--- src/rtl/lfsr16_pkg.sv ---
package lfsr16_pkg;
  typedef struct packed {
    logic load;
    logic step;
  } lfsrStrobe_t;

  localparam int DEF_STATE_W = 63;
  localparam int DEF_WORD_W  = 16;
endpackage

--- src/rtl/lfsr16_ctrl.sv ---
module lfsr16_ctrl
  import lfsr16_pkg::*;
(
  input  logic        clk,
  input  logic        rst,
  input  logic        advance,
  output lfsrStrobe_t strobe
);
  // Reset dominates: a load cycle never steps.
  always_comb begin
    strobe.load = rst;
    strobe.step = advance & ~rst;
  end

  p_reset_prio_r8: assert property (@(posedge clk) !(strobe.load && strobe.step));
endmodule

--- src/rtl/lfsr16_lane.sv ---
module lfsr16_lane #(
  parameter int DEPTH = 4
) (
  input  logic             clk,
  input  logic             load,
  input  logic             step,
  input  logic [DEPTH-1:0] loadVal,
  input  logic             inBit,
  output logic [DEPTH-1:0] laneQ
);
  generate
    if (DEPTH == 1) begin : g_single
      always_ff @(posedge clk) begin
        if (load)      laneQ <= loadVal;
        else if (step) laneQ <= inBit;
      end
    end else begin : g_multi
      always_ff @(posedge clk) begin
        if (load)      laneQ <= loadVal;
        else if (step) laneQ <= {inBit, laneQ[DEPTH-1:1]};
      end
    end
  endgenerate
endmodule

--- src/rtl/lfsr16_dpath.sv ---
module lfsr16_dpath
  import lfsr16_pkg::*;
#(
  parameter int          STATE_W   = DEF_STATE_W,
  parameter int          WORD_W    = DEF_WORD_W,
  parameter logic [62:0] SAFE_SEED = 63'h1
) (
  input  logic               clk,
  input  logic               rst,
  input  lfsrStrobe_t        strobe,
  input  logic [STATE_W-1:0] seed,
  output logic [WORD_W-1:0]  randWord
);
  localparam int FRESH_BASE = STATE_W - WORD_W; // first window position refilled per step

  logic [STATE_W-1:0] window;
  logic [STATE_W-1:0] seedEff;

  assign seedEff = (seed == '0) ? SAFE_SEED[STATE_W-1:0] : seed;

  generate
    for (genvar k = 0; k < WORD_W; k++) begin : g_lane
      localparam int DEPTH = (STATE_W - k + WORD_W - 1) / WORD_W;
      localparam int TOPJ  = k + WORD_W * (DEPTH - 1);
      localparam int SRC   = TOPJ - FRESH_BASE;
      logic [DEPTH-1:0] laneQ;
      logic [DEPTH-1:0] loadVal;
      logic             inBit;

      assign inBit = window[SRC] ^ window[SRC+1];

      for (genvar i = 0; i < DEPTH; i++) begin : g_pos
        assign loadVal[i]          = seedEff[k + WORD_W*i];
        assign window[k + WORD_W*i] = laneQ[i];
      end

      lfsr16_lane #(.DEPTH(DEPTH)) u_lane (
        .clk     (clk),
        .load    (strobe.load),
        .step    (strobe.step),
        .loadVal (loadVal),
        .inBit   (inBit),
        .laneQ   (laneQ)
      );
    end
  endgenerate

  assign randWord = window[WORD_W-1:0];

  p_hold_r3: assert property (@(posedge clk) disable iff (rst)
    !strobe.step |=> $stable(window));
  p_shift_r4: assert property (@(posedge clk) disable iff (rst)
    strobe.step |=> window[FRESH_BASE-1:0] == $past(window[STATE_W-1:WORD_W]));
  p_fresh_r4: assert property (@(posedge clk) disable iff (rst)
    strobe.step |=> window[STATE_W-1:FRESH_BASE] ==
      $past(window[WORD_W-1:0] ^ window[WORD_W:1]));
  p_nonzero_r6: assert property (@(posedge clk) disable iff (rst)
    window != '0);
endmodule

--- src/rtl/lfsr16_gen.sv ---
module lfsr16_gen
  import lfsr16_pkg::*;
#(
  parameter int          STATE_W   = DEF_STATE_W,
  parameter int          WORD_W    = DEF_WORD_W,
  parameter logic [62:0] SAFE_SEED = 63'h1
) (
  input  logic               clk,
  input  logic               rst,
  input  logic               advance,
  input  logic [STATE_W-1:0] seed,
  output logic [WORD_W-1:0]  randWord
);
  lfsrStrobe_t strobe;

  lfsr16_ctrl u_ctrl (
    .clk     (clk),
    .rst     (rst),
    .advance (advance),
    .strobe  (strobe)
  );

  lfsr16_dpath #(
    .STATE_W   (STATE_W),
    .WORD_W    (WORD_W),
    .SAFE_SEED (SAFE_SEED)
  ) u_dpath (
    .clk      (clk),
    .rst      (rst),
    .strobe   (strobe),
    .seed     (seed),
    .randWord (randWord)
  );

  p_load_seed_r1: assert property (@(posedge clk)
    (rst && seed != '0) |=> randWord == $past(seed[WORD_W-1:0]));
  p_zero_seed_r2: assert property (@(posedge clk)
    (rst && seed == '0) |=> randWord == SAFE_SEED[WORD_W-1:0]);
endmodule

--- config.mk ---
export PLATFORM = sky130hd
export DESIGN_NAME = lfsr16_gen
export DESIGN_NICKNAME = d
export VERILOG_FILES = /design/src/rtl/lfsr16_pkg.sv /design/src/rtl/lfsr16_ctrl.sv /design/src/rtl/lfsr16_lane.sv /design/src/rtl/lfsr16_dpath.sv /design/src/rtl/lfsr16_gen.sv
export SDC_FILE = /design/constraint.sdc
export NUM_CORES = 1
export LEC_CHECK = 0
export BUFFER_PORTS_ARGS = -buffer_cell sky130_fd_sc_hd__buf_4
export CORE_ASPECT_RATIO = 1.1
export CORE_MARGIN = 2
export CORE_UTILIZATION = 56
export CTS_CLUSTER_DIAMETER = 200
export DETAILED_ROUTE_END_ITERATION = 16
export PLACE_DENSITY_LB_ADDON = 0.08
export SLEW_MARGIN = 15
export SYNTH_ARGS = -nofsm -noshare
export SYNTH_HDL_FRONTEND = slang
export SYNTH_SLANG_ARGS = --single-unit
--- constraint.sdc ---
create_clock -name clk -period 6.3 [get_ports clk]
set_input_delay 0.945 -clock clk [delete_from_list [all_inputs] [get_ports clk]]
set_output_delay 0.945 -clock clk [all_outputs]
set_load 0.02 [all_outputs]
==> results of run 1 <==
## per-layer routing
metal	track usage (%)	vias up	part of all wire [%]
met3	6.82	7	5.5
li1	-	908	-
met1	28.6	898	45
met5	0	-	0
met4	8.36	0	1.3
met2	32.3	65	48
## final cells by class
| cell class | instances | area [um2] |
|---|---|---|
| clock inverters | 3 | 12.5 |
| multi-input cells | 118 | 952 |
| flip-flops and latches | 63 | 1890 |
| well taps | 72 | 90.1 |
| inverters | 1 | 3.75 |
| clock buffers | 11 | 131 |
| repair buffers | 82 | 616 |
| fillers | 367 | 1400 |
## per-stage QoR
stage	hold WS [ps]	std cells	setup slack (ps)	cell area, um2
5_1_grt	549	350	3290	3700
3_5_place_dp	535	336	3100	3550
4_1_cts	549	350	3440	3700
3_3_place_gp	526	336	3120	3550
6_report	544	350	3450	3700
2_1_floorplan	525	207	3550	3010
## power breakdown
group	internal [mW]	leakage, nW	switching (mW)
Sequential	0.524	0.647	0.0240
Clock	0.135	0.0741	0.139
Combinational	0.0851	0.686	0.0652
## layout by cell type, fill, tap and decap left out, drive strengths merged, types with 3 or more instances in the layout
cell type | synthesis | layout
xnor2 | 16 | 16
clkbuf | 5 | 11
nand2 | 16 | 16
nor4 | 15 | 15
o21ai | 16 | 16
clkinv | 0 | 3
edfxtp | 63 | 63
nand4 | 4 | 4
buf | 20 | 82
mux2 | 46 | 46
## critical path, delay by kind of cell
family	cells	cell delay, ps
buffers and inverters	2	1170
and+or+nand+nor	1	660
## kinds of logic after synthesis
| kind of cell | count (synthesis) | synth area share (%) |
|---|---|---|
| xor+xnor | 16 | 4.66 |
| simple gates | 39 | 6.91 |
| flops | 63 | 62.9 |
| mux | 46 | 17.2 |
| compound gates | 17 | 2.87 |
| buf+inv | 26 | 5.41 |
## synthesized netlist by cell type
cell / count / area [um2]
or2_2: 1 / 6.26
buf_2: 4 / 20.0
nand4_1: 4 / 25.0
edfxtp_1: 63 / 1890
nor3_1: 1 / 5.00
a31oi_1: 1 / 6.26
clkbuf_1: 5 / 18.8
or4_1: 1 / 7.51
nand2_1: 16 / 60.1
o21ai_0: 16 / 80.1
mux2_2: 46 / 518
buf_4: 16 / 120
inv_1: 1 / 3.75
nor2_1: 1 / 3.75
nor4_1: 14 / 87.6
xnor2_1: 16 / 140
nor4_2: 1 / 12.5
## worst paths after layout
check                                        to  cells past startpoint                                from
max reg2reg   u_dpath.g_lane[5].u_lane.laneQ[3]                      2   u_dpath.g_lane[6].u_lane.laneQ[0]
max           u_dpath.g_lane[7].u_lane.laneQ[3]                      3                                 rst
min          u_dpath.g_lane[11].u_lane.laneQ[1]                      1  u_dpath.g_lane[11].u_lane.laneQ[2]
min reg2reg  u_dpath.g_lane[11].u_lane.laneQ[1]                      1  u_dpath.g_lane[11].u_lane.laneQ[2]
==> results.md, run 1 <==
- The number of H-tree levels is 3.
- Timing would allow up to 351 MHz.
- Clock tree synthesis selected as its root buffer the cell clkbuf_8.
- Data arrives at the worst endpoint at 2810 ps.
- Counting the buffers created by CTS gives 9.
- The mapped cell area is 0.00301 mm2.
- The static leakage is 1.41 nW.
- The via density per instance is 5.37.
- More flip-flops sit in one register than any other, and that register is u_dpath.g_lane.u_lane.laneQ.
- The wire length of the first global-routing pass is 8.97 mm.
- Relative to the synthesized area, the layout overhead comes to 23.0%.
- During placement, the flow inserted port buffers numbering 81.
- The total power is 0.972 mW.
- The run finished with clean final reports.
- The width of the chip is 73.9 um.
- Dividing the detail-routed wire length by the instance count gives 17.0 um.
- Dividing the final minimum period by the clock period gives 45.2%.
- The largest clock skew in the final design is 8.84 ps.
- Sequential cells were found to cover 62.9% of the synthesized design area.
- The die covers 0.00597 mm2.
- The final wirelength is 5.95 mm.
- The actual transition at the worst max-transition pin is 830 ps.
- The number of ports placed on the die boundary is 82.
- The number of max-cap violations is 0.
- Walking the worst path, the cells encountered are buf_4, or2_2, buf_4.
- The standard cell with the maximum stage delay on the critical path is or2_2.
- The number of flip-flops in the largest register is 63.
- The post-route antenna net violation count is 0.
- The power density normalized to cell area is 263 mW/mm2.
- For this run, the share of the core covered by cells in the final layout is 72.5%.
- The remaining global-route overflow is 0.
- Global routing used 21.3% of the available tracks.
- The residual DRC count is 0.
- The number of vias in the routed layout is 1,878.
- Synthesis instantiated 17 different standard cells from the library.
- After the first detailed-routing iteration, the DRC count stood at 157.
- The via count of the first global-routing pass is 1,819.
- Synthesis produced 207 cells.
- The number of detailed-routing iterations run before antenna repair is 4.
- The clock net in this run drives a total of 63 sinks.
- The setup path with the least slack is of type input pin to register.
- The worst setup path is captured at a register.
- For the worst-skew pair, the clock arrives at the later sink with an insertion delay of 330 ps.
- TritonCTS built the clock tree.
- Measured against its own limit, the worst slew margin works out to 44.7%.
- In the final layout, the registers with the most flip-flops are u_dpath.g_lane.u_lane.laneQ: 63 flops.
- The share of layout cells above drive strength 1 is 50.4%.
- In the final timing run, aggregate negative setup slack is 0 ps.
- The synthesis-stage register bit count is 63.
- Across the VDD grid, the largest voltage drop is 0.168 mV.
- The mean post-synth cell area is 14.5 um2.
- The maximum number of pins on one net before global-route repair is 82.
- The final max-slew violation count is 0.
- The half-perimeter wire length of the detailed placement result is 4.25 mm.
- After clock tree synthesis, the repair step resized 0 gates.
- The final number of setup-violating endpoints is 0.
- The worst path in the final design needs a cycle of 2850 ps, including I/O delays and setup.
- At the end of routability-driven placement, the weighted congestion stood at 0.749.
- The initial antenna violation count is 0.
- The number of antenna diodes in the final layout is 0.
- Data on the critical path is required at its endpoint by 6260 ps.
- Counting stages on the worst path, the most repeated cell is buf_4.
- The final number of hold-violating endpoints is 0.
- The register clock-pin slew on the reported worst setup and hold paths is 70 ps.
- Counting every net in the synthesized netlist gives 273.
- Setup repair after global routing left no endpoint under its margin.
- The number of hold buffers added after cts is 0.
- In this run the deepest clock path goes through 2 buffers.
- The class of the tightest hold or removal check is register to register.
- In this run the core area contains 27 standard-cell rows.
- In this design, the stage delay of the slowest critical-path cell is 660 ps.
- The effective utilization at floorplan is 58.9%.
- In the final design database the tool counted 341 nets.
- The setup slack on the worst flop-to-flop path is 5260 ps.
- From bottom edge to top edge, the die measures 80.9 um.
- The startpoint type of the worst setup path is an input pin.
- The core region is 0.00510 mm2.
- Buffers added to address setup during post-CTS repair amount to 0.
- The number of warnings reported in the yosys synthesis log is 0.
- Of all nets on the critical path, the largest fanout is 81.
Power figures use the tool's default switching activity.
==> run 2: changes to the inputs <==
Settings changed: CORE_UTILIZATION 56 to 47.
Clock period 6.3 ns to 2.4 ns, I/O delays scaled along.
==> results.md, run 2 (synthesis results as in run 1) <==
- The category of the critical setup timing path is input pin to register.
- The largest clock skew in the final design is 5.86 ps (-2.98 ps).
- The initial detailed-routing violation count is 136 (-13%).
- The number of inserted filler cells in the final layout is 521 (+42%).
- The data required time of the worst path is 2580 ps (-3680 ps).
- The area inside the core boundary is 0.00619 mm2 (+21%).
- The routability congestion estimate was 0.694 (-7.4%).
- The number of buffers on the longest clock path is 2 (unchanged).
- The class of the tightest hold or removal check is input pin to register.
- The post-detailed-route wirelength per cell was 17.6 um (+3.4%).
- The register area is 0.00189 mm2 (unchanged).
- The via density per instance is 5.24 (-2.3%).
- After layout, the worst path uses 64.7% of the clock period.
- The signal on the critical path passes through buf_4, nor4_1, nand4_1, or4_1, a31oi_1.
- The count of nets after finishing is 342 (+0.29%).
- The worst-skew pair later-pin latency is 340 ps (about the same).
- The residual DRC count was 0 (unchanged).
- The via count of the first global-routing pass is 1,931 (+6.2%).
- In the final layout, the registers with the most flip-flops are u_dpath.g_lane.u_lane.laneQ: 63 flops.
- The final max-slew violation count came to 0 (unchanged).
- In the layout the commonest cells are buf_4, edfxtp_1, mux2_2.
- The total routing resource utilization after global routing is 19.0% (-2.3 points).
- The power density normalized to cell area is 770 mW/mm2 (+190%).
- The number of hold buffers added after cts is 0 (unchanged).
- The vertical die dimension was 87.9 um (+8.7%).
- The effective utilization at floorplan is 48.5% (-10 points).
- The number of buffers created by CTS is 9 (unchanged).
- The number of max-cap violations is 0 (unchanged).
- The most flop-heavy register is u_dpath.g_lane.u_lane.laneQ.
- The TritonCTS clock tree is built.
- The number of buffers inserted by post-CTS setup repair is 0 (unchanged).
- The quantity of gates resized following cts is 0 (unchanged).
- The register clock-pin slew on the reported worst setup and hold paths came to 70 ps (about the same).
- The wire length of the first global-routing pass is 9.65 mm (+7.6%).
- The final number of hold-violating endpoints is 0 (unchanged).
- The cell count of the worst reg-to-reg path is 2 (unchanged).
- The number of diodes added for antenna fixing is 0 (unchanged).
- The post-route antenna net violation count is 0 (unchanged).
- The worst setup path is launched from an input pin.
- The area overhead of the layout relative to synthesis is 27.8%.
- The worst IR drop on VDD is 0.412 mV (+150%).
- The endpoint identified for the worst register-to-register timing path is u_dpath.g_lane[2].u_lane.laneQ[3].
- The static leakage came to 1.46 nW (+3.7%).
- The number of sinks driven by the clock tree is 63 (unchanged).
- The final wirelength came to 6.34 mm (+6.6%).
- The path with the worst hold slack has its endpoint at u_dpath.g_lane[4].u_lane.laneQ[3].
- The width of the chip is 80.3 um (+8.7%).
- The die area is 0.00705 mm2 (+18%).
- The number of port buffers is 81 (unchanged).
- The final number of setup-violating endpoints is 0 (unchanged).
- The number of vias in the routed layout is 1,892 (+0.75%).
- The total power is 2.96 mW (+200%).
- The total area of multi-input combinational cells came to 952 um2 (unchanged).
- The total negative slack is 0 ps (unchanged).
- For this run, the top clock speed supported by timing is 644 MHz.
- The setup slack on the worst flop-to-flop path was 1370 ps (-3890 ps).
- The number of flip-flops in the largest register is 63 (unchanged).
- The worst setup path is captured at a register.
- The half-perimeter wire length of the detailed placement result is 4.55 mm (+7.0%).
- The arrival time at the worst endpoint was 1730 ps (-1080 ps).
- The number of core rows came to 30 (+11%).
- The remaining global-route overflow was 0 (unchanged).
- The post-layout minimum cycle time is 1550 ps.
- The maximum fanout encountered on the critical timing path is 2 (-98%).
- Setup repair after global routing left no endpoint under its margin.
- The worst slew margin relative to its limit is 70.8% (+26 points).
- The maximum single-stage delay on the critical path is 530 ps (-130 ps).
- The origin of the critical flop-to-flop path is u_dpath.g_lane[3].u_lane.laneQ[0].
- The cell sitting at the root of the clock tree is a clkbuf_8.
- The number of detailed-routing iterations run before antenna repair is 4 (unchanged).
- The worst hold path begins at seed[52].
- The share of layout cells above drive strength 1 was 52.3% (+2.0 points).
- The initial antenna violation count was 0 (unchanged).
- The maximum number of pins on one net before global-route repair was 64 (-22%).
- The commonest non-fill, non-tap cell in the layout is buf_4.
- The flow ran to the end, and the final reports show no timing, DRC or antenna violations.
- The standard cell with the maximum stage delay on the critical path is or4_1.
- The number of cells on the worst hold path was 3 (+2).
- The number of H-tree levels is 3 (unchanged).
- The actual transition at the worst max-transition pin is 433 ps (-397 ps).
- The number of ports placed on the die boundary came to 82 (unchanged).
==> run 2: final cells by class <==
type	count	area share, %
clock buffers	9	3.22
multi-input cells	118	24.8
well taps	80	2.61
clock inverters	7	3.16
inverters	1	0.0977
flip-flops and latches	63	49.3
repair buffers	83	16.9
==> run 2: how the worst max path moves through the flow <==
stage / start / to / slack, ps / cells past startpoint
3_5_place_dp: seed[16] / u_dpath.g_lane[0].u_lane.laneQ[0] / 470 / 5
6_report: seed[16] / u_dpath.g_lane[0].u_lane.laneQ[0] / 850 / 5
3_3_place_gp: seed[16] / u_dpath.g_lane[0].u_lane.laneQ[0] / 480 / 5
5_1_grt: seed[16] / u_dpath.g_lane[0].u_lane.laneQ[0] / 730 / 5
4_1_cts: seed[16] / u_dpath.g_lane[0].u_lane.laneQ[0] / 790 / 5
2_1_floorplan: rst / u_dpath.g_lane[0].u_lane.laneQ[0] / 240 / 3
==> run 2: power by group <==
part	total, mW	internal [mW]	switching [mW]
Combinational	0.401	0.229	0.173
Clock	1.12	0.691	0.429
Sequential	1.44	1.37	0.0647
==> run 2: per-layer routing <==
layer	wire length, um	share of wire, %	GRT usage (%)
met1	2820	44	25.2
met2	3080	48	30.4
met3	321	5.1	4.02
met4	124	2.0	8.32
met5	0	0	0
==> run 2: through the flow <==
stage | hold WS [ps] | instances | utilization [%] | cell area [um2] | setup WS (ps)
after global placement | 527 | 345 | 58.1 | 3600 | 480
final | 318 | 361 | 62.0 | 3840 | 847
after CTS | 304 | 361 | 62.0 | 3840 | 791
after floorplan | 525 | 207 | - | 3010 | 237
after global routing | 321 | 361 | 62.0 | 3840 | 734
after detailed placement | 535 | 345 | 58.1 | 3600 | 468
==> run 2: critical path, delay by kind of cell <==
kind                   cells  cell delay (ps)
buffers and inverters      1              110
AO/OA/AOI/OAI              1              180
AND/OR/NAND/NOR            3             1090
==> run 3: changes to the inputs <==
Settings changed: CORE_UTILIZATION 47 to 52.
Clock period 2.4 ns to 1.6 ns, I/O delays scaled along.
==> results.md, run 3 (synthesis results as in run 1) <==
- The width of the chip is 76.5 um (-4.7%).
- The static leakage is 1.50 nW (+2.6%).
- The worst hold path belongs to the class input pin to register.
- The post-placement cell area is 0.00371 mm2 (+3.2%).
- The arrival time at the worst endpoint is 1630 ps (-100 ps).
- The commonest non-fill, non-tap cell in the layout is buf_4.
- The number of flip-flops in the largest register came to 63 (unchanged).
- The initial detailed-routing violation count is 99 (-27%).
- Broken down by cell family, the worst path's largest delay share belongs to simple AND/OR/NAND/NOR gates.
- The post-route antenna net violation count is 0 (unchanged).
- TritonCTS built the clock tree.
- The peak clock frequency supported by timing is 688 MHz.
- The worst path uses 90.8% of the clock period.
- The die area is 0.00641 mm2 (-9.2%).
- The number of buffers on the longest clock path is 2 (unchanged).
- The area inside the core boundary is 0.00566 mm2 (-8.6%).
- The total power is 3.88 mW (+31%).
- The worst slew margin relative to its limit is 72.2% (+1.3 points).
- The number of buffers inserted by post-CTS setup repair was 0 (unchanged).
- The register with the most flip-flops in the final layout is u_dpath.g_lane.u_lane.laneQ.
- The number of buffers and inverters on the critical path was 1 (unchanged).
- Setup repair after global routing left no endpoint under its margin.
- The total routing resource utilization after global routing is 21.0% (+2.0 points).
- The number of port buffers is 81 (unchanged).
- The remaining global-route overflow is 0 (unchanged).
- The maximum number of pins on one net before global-route repair is 38 (-41%).
- The number of max-cap violations is 0 (unchanged).
- The wire length of the first global-routing pass is 10.1 mm (+4.8%).
- The category of the worst setup path capture point is a register.
- The worst hold slack after final layout is 196 ps (-122 ps).
- The number of core rows is 29 (-3.3%).
- The via count of the first global-routing pass came to 2,007 (+3.9%).
- STA classifies the critical path startpoint as an input pin.
- The worst-skew pair later-pin latency is 330 ps (about the same).
- The slowest stage of the critical path is the or4_1 cell.
- The number of H-tree levels came to 3 (unchanged).
- The post-layout minimum cycle time is 1450 ps.
- The half-perimeter wire length of the detailed placement result is 4.77 mm (+5.0%).
- In the final layout, the registers with the most flip-flops are u_dpath.g_lane.u_lane.laneQ: 63 flops.
- The data required time of the worst path was 1780 ps (-800 ps).
- The final number of setup-violating endpoints is 0 (unchanged).
- The effective utilization at floorplan was 53.1% (+4.6 points).
- The area overhead of the layout relative to synthesis is 28.4%.
- The post-detailed-route wirelength per cell came to 17.1 um (-2.5%).
- The actual transition at the worst max-transition pin is 413 ps (-19.9 ps).
- The initial antenna violation count is 0 (unchanged).
- The final standard cell area without fillers was 0.00386 mm2 (+0.49%).
- The maximum fanout encountered on the critical timing path was 2 (unchanged).
- The category of the critical setup timing path is input pin to register.
- The maximum single-stage delay on the critical path is 550 ps (+20 ps).
- The flow ran to the end, and the final reports show no timing, DRC or antenna violations.
- The vertical die dimension is 83.8 um (-4.7%).
- The worst IR drop on VDD was 0.745 mV (+81%).
- The number of placed instances, taps included came to 356 (+3.2%).
- The number of vias in the routed layout is 1,963 (+3.8%).
- In the layout the commonest cells are buf_4, edfxtp_1, mux2_2.
- The register clock-pin slew on the reported worst setup and hold paths is 70 ps (about the same).
- The residual DRC count came to 0 (unchanged).
- The final wirelength came to 6.35 mm (+0.17%).
- The final number of hold-violating endpoints is 0 (unchanged).
- The via density per instance is 5.29 (+0.96%).
- The count of nets after finishing is 356 (+4.1%).
- The number of ports placed on the die boundary is 82 (unchanged).
- The critical path goes through buf_4, nor4_1, nand4_1, or4_1, a31oi_1.
- The number of standard cells in the final layout excluding fillers came to 371 (+2.8%).
- The number of detailed-routing iterations run before antenna repair is 4 (unchanged).
- The number of buffers created by CTS was 9 (unchanged).
- The number of sinks driven by the clock tree is 63 (unchanged).
- The routability congestion estimate is 0.775 (+12%).
- The quantity of gates resized following cts is 0 (unchanged).
- The number of diodes added for antenna fixing is 0 (unchanged).
- The power density normalized to cell area came to 1010 mW/mm2 (+31%).
- The clock root buffer is clkbuf_8.
- The number of hold buffers added after cts is 0 (unchanged).
- The share of layout cells above drive strength 1 is 52.7% (+0.41 points).
- The setup slack on the worst flop-to-flop path is 600 ps (-770 ps).
- The final max-slew violation count is 0 (unchanged).
- The largest clock skew in the final design is 8.99 ps (+3.13 ps).
## run 3: changes by cell type in the layout (fill, tap and decap cells not counted), sizes merged
cell,delta
clkbuf,+4
bufinv,-3
clkinvlp,-3
buf,+14
clkinv,+1
## run 3: routing by layer
| metal | up-vias | GRT usage (%) | part of all wire (%) |
|---|---|---|---|
| li1 | 939 | - | - |
| met1 | 957 | 27.7 | 43 |
| met2 | 62 | 34.4 | 51 |
| met3 | 5 | 4.44 | 5.4 |
| met4 | 0 | 7.93 | 0.80 |
| met5 | - | 0 | 0 |
## run 3: path summary, 6_finish.rpt
check                                                   startpoint                                  to  depth (start not counted)
worst max-delay path                                      seed[16]   u_dpath.g_lane[0].u_lane.laneQ[0]                          5
worst min-delay path                                      seed[54]   u_dpath.g_lane[6].u_lane.laneQ[3]                          3
worst max register to register   u_dpath.g_lane[9].u_lane.laneQ[0]   u_dpath.g_lane[8].u_lane.laneQ[3]                          2
worst min register to register  u_dpath.g_lane[11].u_lane.laneQ[2]  u_dpath.g_lane[11].u_lane.laneQ[1]                          1
## run 3: stage by stage
step / util [%] / worst slack (ps) / TNS [ps]
floorplan: - / 94.7 / 0
global placement: 65.6 / -240 / -240
detailed placement: 65.6 / -255 / -255
CTS: 68.2 / 80.7 / 0
global route: 68.2 / 15.7 / 0
finish: 68.2 / 147 / 0
## run 3: cell type report
type	count	area (um2)
Clock buffer	13	139
Clock inverter	2	8.76
Fill cell	438	1800
Inverter	1	3.75
Multi-Input combinational cell	118	955
Sequential cell	63	1890
Tap cell	77	96.3
Timing Repair Buffer	97	766
## run 3: power breakdown
part           total, mW  internal (mW)  switching [mW]
Combinational      0.631          0.367           0.265
Sequential          2.16           2.06          0.0965
Clock               1.09          0.548           0.545
Total               3.88           2.98           0.906
## run 3: worst register-to-register path: stages, from the launching register on
cell and delay [ps]:
edfxtp_1 480, xnor2_1 190, o21ai_0 90
